$ cat src/rtl/prot_seq_pkg.sv
package prot_seq_pkg;

    localparam int KEY_W = 8;
    localparam logic [KEY_W-1:0] UNLOCK_KEY = 8'hA5;

    typedef enum logic [1:0] {
        ST_IDLE        = 2'd0,
        ST_KEYED       = 2'd1,
        ST_GOT_VALUE   = 2'd2,
        ST_GOT_INVERSE = 2'd3
    } seq_state_e;

    typedef struct packed {
        logic cmd_wr;
        logic cmd_rd;
        logic prot_wr;
        logic prot_rd;
        logic stat_rd;
    } acc_kind_t;

    function automatic logic is_group(acc_kind_t a);
        return a.cmd_wr | a.cmd_rd | a.prot_wr | a.prot_rd;
    endfunction

endpackage

$ cat src/rtl/prot_seq_decode.sv
module prot_seq_decode
    import prot_seq_pkg::*;
#(
    parameter int          ADDR_W    = 8,
    parameter logic [ADDR_W-1:0] CMD_ADDR  = 8'h10,
    parameter logic [ADDR_W-1:0] PROT_ADDR = 8'h14,
    parameter logic [ADDR_W-1:0] STAT_ADDR = 8'h18
) (
    input  logic              valid,
    input  logic              write,
    input  logic [ADDR_W-1:0] addr,
    output acc_kind_t         acc
);
    logic hit_cmd, hit_prot, hit_stat;

    always_comb begin
        hit_cmd     = valid && (addr == CMD_ADDR);
        hit_prot    = valid && (addr == PROT_ADDR);
        hit_stat    = valid && (addr == STAT_ADDR);
        acc.cmd_wr  = hit_cmd  &&  write;
        acc.cmd_rd  = hit_cmd  && !write;
        acc.prot_wr = hit_prot &&  write;
        acc.prot_rd = hit_prot && !write;
        acc.stat_rd = hit_stat && !write;
    end
endmodule

$ cat src/rtl/prot_seq_fsm.sv
module prot_seq_fsm
    import prot_seq_pkg::*;
#(
    parameter int DATA_W = 8
) (
    input  logic              clk,
    input  logic              rst,
    input  logic              halt,
    input  acc_kind_t         acc,
    input  logic [DATA_W-1:0] wdata,
    output logic              err,
    output logic              commit,
    output logic [DATA_W-1:0] commit_data
);
    localparam logic [DATA_W-1:0] KEY_EXT = DATA_W'(UNLOCK_KEY);

    seq_state_e        state_q, state_n;
    logic              err_n;
    logic [DATA_W-1:0] cap_q, cap_n;
    logic              grp;

    assign grp         = is_group(acc);
    assign commit_data = cap_q;

    always_comb begin
        state_n = state_q;
        err_n   = err;
        cap_n   = cap_q;
        commit  = 1'b0;
        if (!halt && grp) begin
            unique case (state_q)
                ST_IDLE: begin
                    if (acc.cmd_wr && wdata == KEY_EXT) begin
                        state_n = ST_KEYED;
                        err_n   = 1'b0;
                    end
                end
                ST_KEYED: begin
                    if (acc.prot_wr) begin
                        state_n = ST_GOT_VALUE;
                        cap_n   = wdata;
                    end else begin
                        state_n = ST_IDLE;
                        err_n   = 1'b1;
                    end
                end
                ST_GOT_VALUE: begin
                    if (acc.prot_wr && wdata == ~cap_q) begin
                        state_n = ST_GOT_INVERSE;
                    end else begin
                        state_n = ST_IDLE;
                        err_n   = 1'b1;
                    end
                end
                ST_GOT_INVERSE: begin
                    state_n = ST_IDLE;
                    if (acc.prot_wr && wdata == cap_q) begin
                        commit = 1'b1;
                    end else begin
                        err_n = 1'b1;
                    end
                end
                default: state_n = ST_IDLE;
            endcase
        end
    end

    always_ff @(posedge clk) begin
        if (rst) begin
            state_q <= ST_IDLE;
            err     <= 1'b0;
            cap_q   <= '0;
        end else begin
            state_q <= state_n;
            err     <= err_n;
            cap_q   <= cap_n;
        end
    end

    AST_OUTSIDE_QUIET: assert property (@(posedge clk) disable iff (rst)
        !grp |=> $stable(state_q) && $stable(err));
    AST_HALT_HOLDS_STATE: assert property (@(posedge clk) disable iff (rst)
        halt |=> $stable(state_q) && $stable(cap_q));
    AST_KEY_ARMS: assert property (@(posedge clk) disable iff (rst)
        (state_q == ST_IDLE && !halt && acc.cmd_wr && wdata == KEY_EXT)
        |=> (state_q == ST_KEYED) && !err);
    AST_STRAY_READ_ABORTS: assert property (@(posedge clk) disable iff (rst)
        (state_q != ST_IDLE && !halt && acc.cmd_rd)
        |=> (state_q == ST_IDLE) && err);
    AST_SUCCESS_CLEAN: assert property (@(posedge clk) disable iff (rst)
        commit |=> !err);
endmodule

$ cat src/rtl/prot_seq_store.sv
module prot_seq_store #(
    parameter int                DATA_W    = 8,
    parameter logic [DATA_W-1:0] RESET_VAL = 8'h3C
) (
    input  logic              clk,
    input  logic              rst,
    input  logic              load,
    input  logic [DATA_W-1:0] load_data,
    output logic [DATA_W-1:0] q
);
    always_ff @(posedge clk) begin
        if (rst)       q <= RESET_VAL;
        else if (load) q <= load_data;
    end
endmodule

$ cat src/rtl/prot_write_guard.sv
module prot_write_guard
    import prot_seq_pkg::*;
#(
    parameter int                ADDR_W    = 8,
    parameter int                DATA_W    = 8,
    parameter logic [ADDR_W-1:0] CMD_ADDR  = 8'h10,
    parameter logic [ADDR_W-1:0] PROT_ADDR = 8'h14,
    parameter logic [ADDR_W-1:0] STAT_ADDR = 8'h18,
    parameter logic [DATA_W-1:0] RESET_VAL = 8'h3C
) (
    input  logic              clk,
    input  logic              rst,
    input  logic              dbg_halt,
    input  logic              bus_valid,
    input  logic              bus_write,
    input  logic [ADDR_W-1:0] bus_addr,
    input  logic [DATA_W-1:0] bus_wdata,
    output logic [DATA_W-1:0] bus_rdata,
    output logic [DATA_W-1:0] prot_value,
    output logic              seq_error
);
    acc_kind_t         acc;
    logic              commit;
    logic [DATA_W-1:0] commit_data;

    prot_seq_decode #(
        .ADDR_W(ADDR_W), .CMD_ADDR(CMD_ADDR),
        .PROT_ADDR(PROT_ADDR), .STAT_ADDR(STAT_ADDR)
    ) u_decode (
        .valid(bus_valid), .write(bus_write), .addr(bus_addr), .acc(acc)
    );

    prot_seq_fsm #(.DATA_W(DATA_W)) u_fsm (
        .clk(clk), .rst(rst), .halt(dbg_halt), .acc(acc), .wdata(bus_wdata),
        .err(seq_error), .commit(commit), .commit_data(commit_data)
    );

    prot_seq_store #(.DATA_W(DATA_W), .RESET_VAL(RESET_VAL)) u_store (
        .clk(clk), .rst(rst), .load(commit), .load_data(commit_data),
        .q(prot_value)
    );

    always_comb begin
        if (bus_addr == PROT_ADDR)      bus_rdata = prot_value;
        else if (bus_addr == STAT_ADDR) bus_rdata = DATA_W'(seq_error);
        else                            bus_rdata = '0;
    end

    AST_UPDATE_FROM_WRITE: assert property (@(posedge clk) disable iff (rst)
        !$stable(prot_value) |->
            $past(bus_valid && bus_write && bus_addr == PROT_ADDR && !dbg_halt)
            && prot_value == $past(bus_wdata));
    AST_HALT_FREEZES_OUTPUTS: assert property (@(posedge clk) disable iff (rst)
        dbg_halt |=> $stable(prot_value) && $stable(seq_error));
endmodule

$ cat config.mk
export PLATFORM = sky130hd
export DESIGN_NAME = prot_write_guard
export DESIGN_NICKNAME = d
export VERILOG_FILES = /design/src/rtl/prot_seq_pkg.sv /design/src/rtl/prot_seq_decode.sv /design/src/rtl/prot_seq_fsm.sv /design/src/rtl/prot_seq_store.sv /design/src/rtl/prot_write_guard.sv
export SDC_FILE = /design/constraint.sdc
export NUM_CORES = 1
export LEC_CHECK = 0
export BUFFER_PORTS_ARGS = -buffer_cell sky130_fd_sc_hd__buf_2
export CORE_ASPECT_RATIO = 0.75
export CORE_UTILIZATION = 52
export CTS_BUF_LIST = sky130_fd_sc_hd__clkbuf_16
export DETAILED_ROUTE_END_ITERATION = 8
export GPL_ROUTABILITY_DRIVEN = 0
export GPL_TIMING_DRIVEN = 0
export PLACE_DENSITY = 0.83
export RECOVER_POWER = 50
export SYNTH_ARGS = -nofsm -noshare
export SYNTH_HDL_FRONTEND = slang
export SYNTH_SLANG_ARGS = --single-unit
$ cat constraint.sdc
create_clock -name clk -period 4 [get_ports clk]
set_clock_uncertainty 0.2 [all_clocks]
set_input_delay 0.6 -clock clk [delete_from_list [all_inputs] [get_ports clk]]
set_output_delay 0.6 -clock clk [all_outputs]
set_load 0.1 [all_outputs]
==> implementation parameters, run 1 <==
Parameter                              Value

Floorplanning
  Die outline width ... 54.1 um
  Starting density of the core ... 58.0%
  Count of boundary I/O pins ... 38
  Area of the core ... between 1500 and 2000 um2
  Full die area ... 2220 um2
  Height of the die ... between 40 and 50 um
  Row cnt ... 13

Synth
  Flip-flop and latch count after synthesis ... 19
  Count of synthesis-stage warnings from yosys ... 0
  Synthesized area ... 1060 um2
  Count of different cell masters after synthesis ... 36
  Part of the Yosys area used for sequential elements ... 36.0%
  Synth Instances ... 125
  Post-Synthesis Net Count ... between 100 and 150
  Average footprint of a synthesized cell ... 8.46 um2

Power
  Internal Power ... 334 uW
  Pwr dens ... 321 nW/um2
  Leakage power summed over all cells ... between 0.5 and 0.6 nW
  Register share of total power ... 45.3%
  Switching share of total power ... 20.2%
  Share of total power in the clock network ... 48.1%
  Reported net switching power ... 84.6 uW
  Fraction of power consumed by combinational cells ... between 6 and 7%
  Maximum vdd drop ... 0.294 mV

Final layout
  Proportion of layout cells with a drive suffix above 1 ... 22.4%
  Sequential standard cell area ... 380 um2
  Multi-input combinational cell area ... 616 um2
  Synthesis-to-finish area growth ... 23.4%
  Utilization after layout ... 71.6%
  Cell Count, Final, Fillers Out ... 187
  Fin area ... 1310 um2
  Final net count ... 187
  Number of antenna cells inserted ... 0
  Total of fill cells in the finished design ... approximately 160

Detailed routing
  Initial DRC count ... 37
  Final routed wirelength across all metal layers ... 2530 um
  DRC violations left ... 0
  Final ANT Viol Nets ... 0
  Via Count ... 1033
  Per-cell via count in the routed design ... about 5.5
  Routed length per instance ... 13.5 um
  Count of TritonRoute iterations in the first routing pass ... 4

Clock tree
  Post-CTS Hold Fix Bufs ... 0
  Register clock-pin slew on the reported worst setup and hold paths ... 50 ps
  Number of post-CTS setup repair buffers ... 0
  Maximum buffer depth of the clock tree ... 2
  TritonCTS sink count ... 19
  Number of CTS-inserted buffers ... 3
  Clock tree root buffer cell ... clkbuf_16
  CTS tree ... built
  Level count of the clock H-tree ... 1
  Source-to-sink clock delay at the later pin of the worst-skew pair ... between 200 and 300 ps
  PostCTS Resize Cnt ... 0

Setup path
  Element type at the critical path end ... register
  Worst Setup Start Kind ... primary input
  Cell with the biggest individual delay on the critical path ... nor3_1
  Data arrival at the endpoint of the critical path ... 3050 ps
  Worst path buffer plus inverter count ... 1
  Critical path class ... in2reg
  Worst-case reg-to-reg path depth ... 4
  Setup slack, reg-to-reg ... 1640 ps
  Startpoint of the worst register-to-register path ... u_fsm.state_q[0]$_SDFFE_PP0P_
  Cell-by-cell listing of the critical path ... buf_2 > nor4_1 > nand4_1 > nor3_1 > mux2i_1 > nor2_1
  Required time reported for the critical path endpoint ... 3920 ps
  Kind of cell with the highest combined delay on the critical path ... simple AND/OR/NAND/NOR gates
  Largest incremental delay on the critical path ... 1090 ps
  Worst reg2reg endpoint ... u_fsm.commit_data[6]$_SDFFE_PP0P_
  Biggest fanout along the worst timing path ... 8

STA
  Total count of hold-check failures in the final report ... 0
  Worst hold slack ... 285 ps
  Transition at the pin with the smallest max-transition slack ... roughly 1300 ps
  Unrepaired setup endpoints after global routing ... false
  Sum of negative setup slack ... 0 ps
  Portion of the clock cycle consumed by the worst path in the final layout ... 78.1%
  Min Clock Period, post-route ... 3130 ps
  Pins Over Slew Limit ... 0
  Max frequency ... 0.320 GHz
  Final setup violation count ... 0
  Max-slew headroom ... 12.5%

Hold path
  Hold endpoint ... u_store.q[2]$_SDFFE_PP1P_
  Beginning of the worst hold path ... u_store.q[2]$_SDFFE_PP1P_
  Classification of the worst-slack hold path ... reg2reg
  Cell count of the worst hold path ... 2

Outcome
  Outcome ... completed

Global route
  Overflow left after global routing ... 0
  Total routing usage reported by global routing ... 24.9%
  Via count of the first global-routing pass ... 834
  Number of antenna violations at the first check in global routing ... 0
  Largest net degree at the start of global routing ... 11
  Global-route wire length before repair ... around 3700 um

Placed design
  Placed Cells incl. Taps ... 183
  Buffers added on ports ... 36
  Area after DPL ... 1260 um2
  Detailed-placement wirelength estimate ... slightly below 2000 um

Run
  Number of max-capacitance violations reported ... 0
[sequential cells by signal (all words and copies together), names as in the netlist]
| register | count |
|---|---|
| u_fsm.state_q | 2 |
| u_fsm.err | 1 |
| u_fsm.commit_data | 8 |
| u_store.q | 8 |
[power by group through the flow]
stage                     combinational (mW)  sequential [mW]  clock [mW]
after CTS                             0.0282            0.189       0.204
after global routing                  0.0303            0.189       0.213
after global placement                0.0269            0.193           0
after floorplan                       0.0118            0.193           0
final                                 0.0277            0.189       0.201
after detailed placement              0.0280            0.193           0
[layer usage]
metal,GRT usage [%],vias up,part of all wire [%]
met2,42.6,44,44
li1,-,529,-
met3,6.67,4,7.9
met1,30.9,456,47
met4,7.69,0,1.1
met5,0,-,0
[synthesized netlist by cell type (all sizes together)]
master / n / area [um2]
a2111oi: 1 / 8.76
a21oi: 6 / 30.0
a31oi: 1 / 6.26
and2: 7 / 43.8
and3: 1 / 6.26
buf: 3 / 15.0
clkbuf: 2 / 7.51
dfxtp: 19 / 380
inv: 3 / 11.3
mux2i: 8 / 80.1
nand2: 3 / 11.3
nand3: 14 / 70.1
nand3b: 1 / 7.51
nand4: 4 / 31.3
nand4b: 1 / 8.76
nand4bb: 1 / 11.3
nor2: 14 / 52.6
nor2b: 3 / 18.8
nor3: 5 / 41.3
nor4: 3 / 25.0
o21a: 1 / 7.51
o21ai: 10 / 65.1
o21ba: 1 / 10.0
or2: 2 / 12.5
or3: 1 / 6.26
or4: 2 / 18.8
xor2: 8 / 70.1
[final cells by class]
| cell class | instances | area share, % |
|---|---|---|
| well taps | 22 | 2.11 |
| flip-flops and latches | 19 | 29.1 |
| multi-input cells | 98 | 47.2 |
| clock inverters | 1 | 0.288 |
| repair buffers | 36 | 12.9 |
| clock buffers | 3 | 5.75 |
| plain buffers | 5 | 1.73 |
| inverters | 3 | 0.863 |
[kinds of logic (layout without fill, tap and decap cells)]
group	count (synthesis)	after routing	share of synthesized area [%]
compound gates	20	20	12.1
xor+xnor	8	8	6.63
buf+inv	8	48	3.20
flops	19	19	36.0
mux	8	8	7.57
simple gates	62	62	34.6
[worst register-to-register path, stage by stage, from the launching register on]
cell	delay [ps]
dfxtp_1	380
nand4_1	220
nor3_1	1090
mux2i_1	290
nor2_1	60
[metrics by stage]
stage	worst slack (ps)	power, mW
global route	592	0.432
floorplan	606	0.205
finish	874	0.418
CTS	1170	0.422
global placement	1210	0.220
detailed placement	1200	0.221
[worst max path at each step]
stage	from	endpoint	slack, ps	cells after the start
after global placement	bus_addr[7]	bus_rdata[5]	1210	5
after detailed placement	bus_addr[7]	bus_rdata[4]	1200	5
after global routing	bus_addr[7]	u_fsm.commit_data[7]$_SDFFE_PP0P_	590	6
final	bus_addr[7]	u_fsm.commit_data[6]$_SDFFE_PP0P_	870	6
after floorplan	bus_addr[7]	bus_rdata[0]	610	3
after CTS	bus_addr[7]	bus_rdata[4]	1170	5
[cell usage in the layout (no fill, tap or decap), types with 4 or more instances in the layout]
master and instances:
mux2i_1 8, xor2_1 8, a21oi_1 6, buf_2 27
inv_1 4, dfxtp_1 19, nand3_1 14, nor3_1 4
clkbuf_1 12, o21ai_1 4, nor2_1 14, nand4_1 4
and2_1 7
No activity file was read; power rests on OpenSTA's default activity.
==> run 2: changes to the inputs <==
--- a/config.mk
+++ b/config.mk
@@ -5,14 +5,15 @@
 export SDC_FILE = /design/constraint.sdc
 export NUM_CORES = 1
 export LEC_CHECK = 0
+export ABC_AREA = 1
 export BUFFER_PORTS_ARGS = -buffer_cell sky130_fd_sc_hd__buf_2
 export CORE_ASPECT_RATIO = 0.75
-export CORE_UTILIZATION = 52
+export CORE_UTILIZATION = 50
 export CTS_BUF_LIST = sky130_fd_sc_hd__clkbuf_16
 export DETAILED_ROUTE_END_ITERATION = 8
 export GPL_ROUTABILITY_DRIVEN = 0
 export GPL_TIMING_DRIVEN = 0
-export PLACE_DENSITY = 0.83
+export PLACE_DENSITY = 0.78
 export RECOVER_POWER = 50
 export SYNTH_ARGS = -nofsm -noshare
 export SYNTH_HDL_FRONTEND = slang
==> constraint.sdc (replaced) <==
create_clock -name clk -period 3.05 [get_ports clk]
set_clock_uncertainty 0.2 [all_clocks]
set_input_delay 0.4575 -clock clk [delete_from_list [all_inputs] [get_ports clk]]
set_output_delay 0.4575 -clock clk [all_outputs]
set_load 0.1 [all_outputs]
==> implementation parameters, run 2 <==
Parameter                              Value

Setup path
  Biggest fanout along the worst timing path ... 7 (was 8)
  Worst path buffer plus inverter count ... 3 (was 1)
  Cell-by-cell listing of the critical path ... buf_2 > inv_1 > nand2_2 > nor2_1 > nand2_1 > nor2_1 > buf_2 (was buf_2 > nor4_1 > nand4_1 > nor3_1 > mux2i_1 > nor2_1)
  Data arrival at the endpoint of the critical path ... 1840 ps (was 3050 ps)
  Critical path class ... in2out (was in2reg)
  Kind of cell with the highest combined delay on the critical path ... simple AND/OR/NAND/NOR gates (unchanged)
  Required time reported for the critical path endpoint ... 2390 ps (was 3920 ps)
  Largest incremental delay on the critical path ... 430 ps (was 1090 ps)
  Element type at the critical path end ... output port (was register)
  Worst Setup Start Kind ... primary input (unchanged)
  Cell with the biggest individual delay on the critical path ... buf_2 (was nor3_1)

Clock tree
  Number of post-CTS setup repair buffers ... 0 (unchanged)
  Clock tree root buffer cell ... clkbuf_16 (unchanged)
  Register clock-pin slew on the reported worst setup and hold paths ... 50 ps (about the same)
  Source-to-sink clock delay at the later pin of the worst-skew pair ... 250 ps (about the same)
  Level count of the clock H-tree ... 1 (unchanged)
  Number of CTS-inserted buffers ... 3 (unchanged)
  PostCTS Resize Cnt ... 0 (unchanged)
  Post-CTS Hold Fix Bufs ... 0 (unchanged)
  CTS tree ... built (unchanged)
  Maximum buffer depth of the clock tree ... 2 (unchanged)
  TritonCTS sink count ... 19 (unchanged)

Final layout
  Utilization after layout ... 64.7% (was 71.6%)
  Final net count ... 240 (was 187)
  Synthesis-to-finish area growth ... 20.3% (was 23.4%)
  Proportion of layout cells with a drive suffix above 1 ... 26.1% (was 22.4%)
  Number of antenna cells inserted ... 0 (unchanged)
  Commonest cells after routing, fill and taps aside ... nand2_1 (42), inv_1 (33), buf_2 (28) (was buf_2 (27), dfxtp_1 (19), nor2_1 (14), nand3_1 (14), clkbuf_1 (12))
  Total of fill cells in the finished design ... 220 (was 157)
  Fin area ... 1510 um2 (was 1310 um2)
  Commonest non-fill, non-tap cell in the layout ... nand2_1 (was buf_2)

Synth
  Main area contributors after synthesis ... dfxtp_1 (30%), nand2_1 (12%), inv_1 (9.9%) (was dfxtp_1 (36%), mux2i_1 (7.6%), nand3_1 (6.6%))
  Post-synth EDFFs ... 0 (unchanged)
  Most common cell in the synthesized netlist ... nand2_1 (was dfxtp_1)
  Synthesized area ... 1250 um2 (was 1060 um2)
  Post-Synthesis Net Count ... 198 (was 146)
  Part of the Yosys area used for sequential elements ... 30.4% (was 36.0%)
  Flip-flop and latch count after synthesis ... 19 (unchanged)
  Asr flop ratio synth ... 0% (unchanged)
  Synth Area in Simple Gates ... 38.9% (was 34.6%)
  Synth Instances ... 177 (was 125)
  Share of synthesized area spent on multiplexers ... 0% (was 7.57%)
  Most instantiated flip-flop cell in the synthesis netlist ... dfxtp_1 (unchanged)
  Count of synthesis-stage warnings from yosys ... 0 (unchanged)
  Average footprint of a synthesized cell ... 7.07 um2 (was 8.46 um2)
  Fraction of the mapped netlist area in compound gates ... 16.1% (was 12.1%)
  Count of different cell masters after synthesis ... 26 (was 36)
  Commonest cells in the netlist ... nand2_1 (40), inv_1 (33), nor2_1 (27) (was dfxtp_1 (19), nand3_1 (14), nor2_1 (14))
  Area share of the leading cell type in the synthesized netlist ... 30.4% (was 36.0%)
  Synthesized-area fraction occupied by adder cells ... 0% (unchanged)
  Combinational family with the most area after synthesis ... simple AND/OR/NAND/NOR gates (unchanged)
  Cell type contributing the most total cell area after synthesis ... dfxtp_1 (unchanged)
  Parity-gate share of the synthesized area counting xor and xnor cells ... 1.40% (was 6.63%)

Detailed routing
  DRC violations left ... 0 (unchanged)
  Final routed wirelength across all metal layers ... 2890 um (was 2530 um)
  Per-cell via count in the routed design ... 4.97 (was 5.52)
  Routed length per instance ... 11.5 um (was 13.5 um)
  Final ANT Viol Nets ... 0 (unchanged)
  Count of TritonRoute iterations in the first routing pass ... 4 (unchanged)
  Initial DRC count ... 76 (was 37)
  Via Count ... 1253 (was 1033)

Floorplanning
  Height of the die ... 45.3 um (was 41.1 um)
  Full die area ... 2710 um2 (was 2220 um2)
  Area of the core ... 2330 um2 (was 1820 um2)
  Starting density of the core ... 53.8% (was 58.0%)
  Die outline width ... 59.8 um (was 54.1 um)
  Row cnt ... 15 (was 13)
  Count of boundary I/O pins ... 38 (unchanged)

STA
  Sum of negative setup slack ... 0 ps (unchanged)
  Transition at the pin with the smallest max-transition slack ... 1170 ps (was 1300 ps)
  Max frequency ... 0.400 GHz
  Total count of hold-check failures in the final report ... 0 (unchanged)
  Worst hold slack ... 255 ps (was 285 ps)
  Max-slew headroom ... 22.0% (was 12.5%)
  Final setup violation count ... 0 (unchanged)
  Min Clock Period, post-route ... 2500 ps
  Pins Over Slew Limit ... 0 (unchanged)
  Unrepaired setup endpoints after global routing ... false (unchanged)
  Portion of the clock cycle consumed by the worst path in the final layout ... between 80% and 90%

Global route
  Overflow left after global routing ... 0 (unchanged)
  Global-route wire length before repair ... 4230 um (was 3710 um)
  Via count of the first global-routing pass ... 996 (was 834)
  Total routing usage reported by global routing ... 22.0% (was 24.9%)
  Number of antenna violations at the first check in global routing ... 0 (unchanged)
  Largest net degree at the start of global routing ... 12 (was 11)

Power
  Leakage power summed over all cells ... 0.722 nW (was 0.528 nW)
  Pwr dens ... 380 nW/um2 (was 321 nW/um2)
  Maximum vdd drop ... 0.365 mV (was 0.294 mV)
  Overall power ... 572 uW (was 418 uW)

Placed design
  Detailed-placement wirelength estimate ... 2260 um (was 1970 um)
  Area after DPL ... 1490 um2 (was 1260 um2)
  Buffers added on ports ... 37 (was 36)

Hold path
  Classification of the worst-slack hold path ... in2reg (was reg2reg)

Outcome
  Outcome ... completed (unchanged)

Run
  Number of max-capacitance violations reported ... 0 (unchanged)
-- run 2: cell count changes in the layout (fill, tap and decap cells not counted), sizes merged, moves of 3 or more --
cell / before / now
nor2b: 3 / 0
a211oi: 0 / 4
nor2: 14 / 33
o211ai: 0 / 4
nor4: 3 / 0
inv: 4 / 34
nor3: 5 / 2
mux2i: 8 / 0
and2: 7 / 0
nand2: 3 / 44
xor2: 8 / 0
-- run 2: final timing paths --
| path | depth (start not counted) | endpoint | slack [ps] | start |
|---|---|---|---|---|
| max | 7 | bus_rdata[1] | 550 | bus_addr[5] |
| min | 2 | u_store.q[6]$_SDFFE_PP0P_ | 260 | rst |
| max reg2reg | 8 | u_store.q[5]$_SDFFE_PP1P_ | 1070 | u_fsm.commit_data[4]$_SDFFE_PP0P_ |
| min reg2reg | 2 | u_store.q[1]$_SDFFE_PP0P_ | 320 | u_store.q[1]$_SDFFE_PP0P_ |
-- run 2: report_power, final --
part / internal, mW / switching (mW)
Sequential: 0.248 / 0.00000000114
Combinational: 0.0192 / 0.0307
Clock: 0.176 / 0.0975
-- run 2: cell families (layout without fill, tap and decap cells) --
kind of cell / count (synthesis) / in the layout
DFF: 19 / 19
and+or+nand+nor: 93 / 93
xor gates and xnor gates: 2 / 2
AOI/OAI and AO/OA: 26 / 26
buffers and inverters: 37 / 78
-- run 2: metal layers --
layer  wire length [um]  part of all wire (%)  up-vias  global-route usage, %
met3                263                   9.1       10                   4.30
met2               1400                    48       60                   37.3
li1                   -                     -      634                      -
met5                  0                     0        -                      0
met4                 86                   3.0        0                   11.2
met1               1140                    39      549                   26.6
-- run 2: metrics by stage --
stage | cells | worst slack [ps]
2_1_floorplan | 177 | 62.6
3_3_place_gp | 248 | 784
3_5_place_dp | 248 | 752
4_1_cts | 252 | 753
5_1_grt | 252 | 349
6_report | 252 | 553
-- run 2: area by class of cell --
cell class | count | area [um2] | area share, %
buffer | 3 | 26.3 | 1.75
clock buffer | 3 | 75.1 | 4.99
clock inverter | 1 | 5.00 | 0.333
inverter | 34 | 128 | 8.48
multi-input combinational | 121 | 674 | 44.8
sequential | 19 | 380 | 25.3
tap | 34 | 42.5 | 2.83
timing repair buffer | 37 | 174 | 11.6
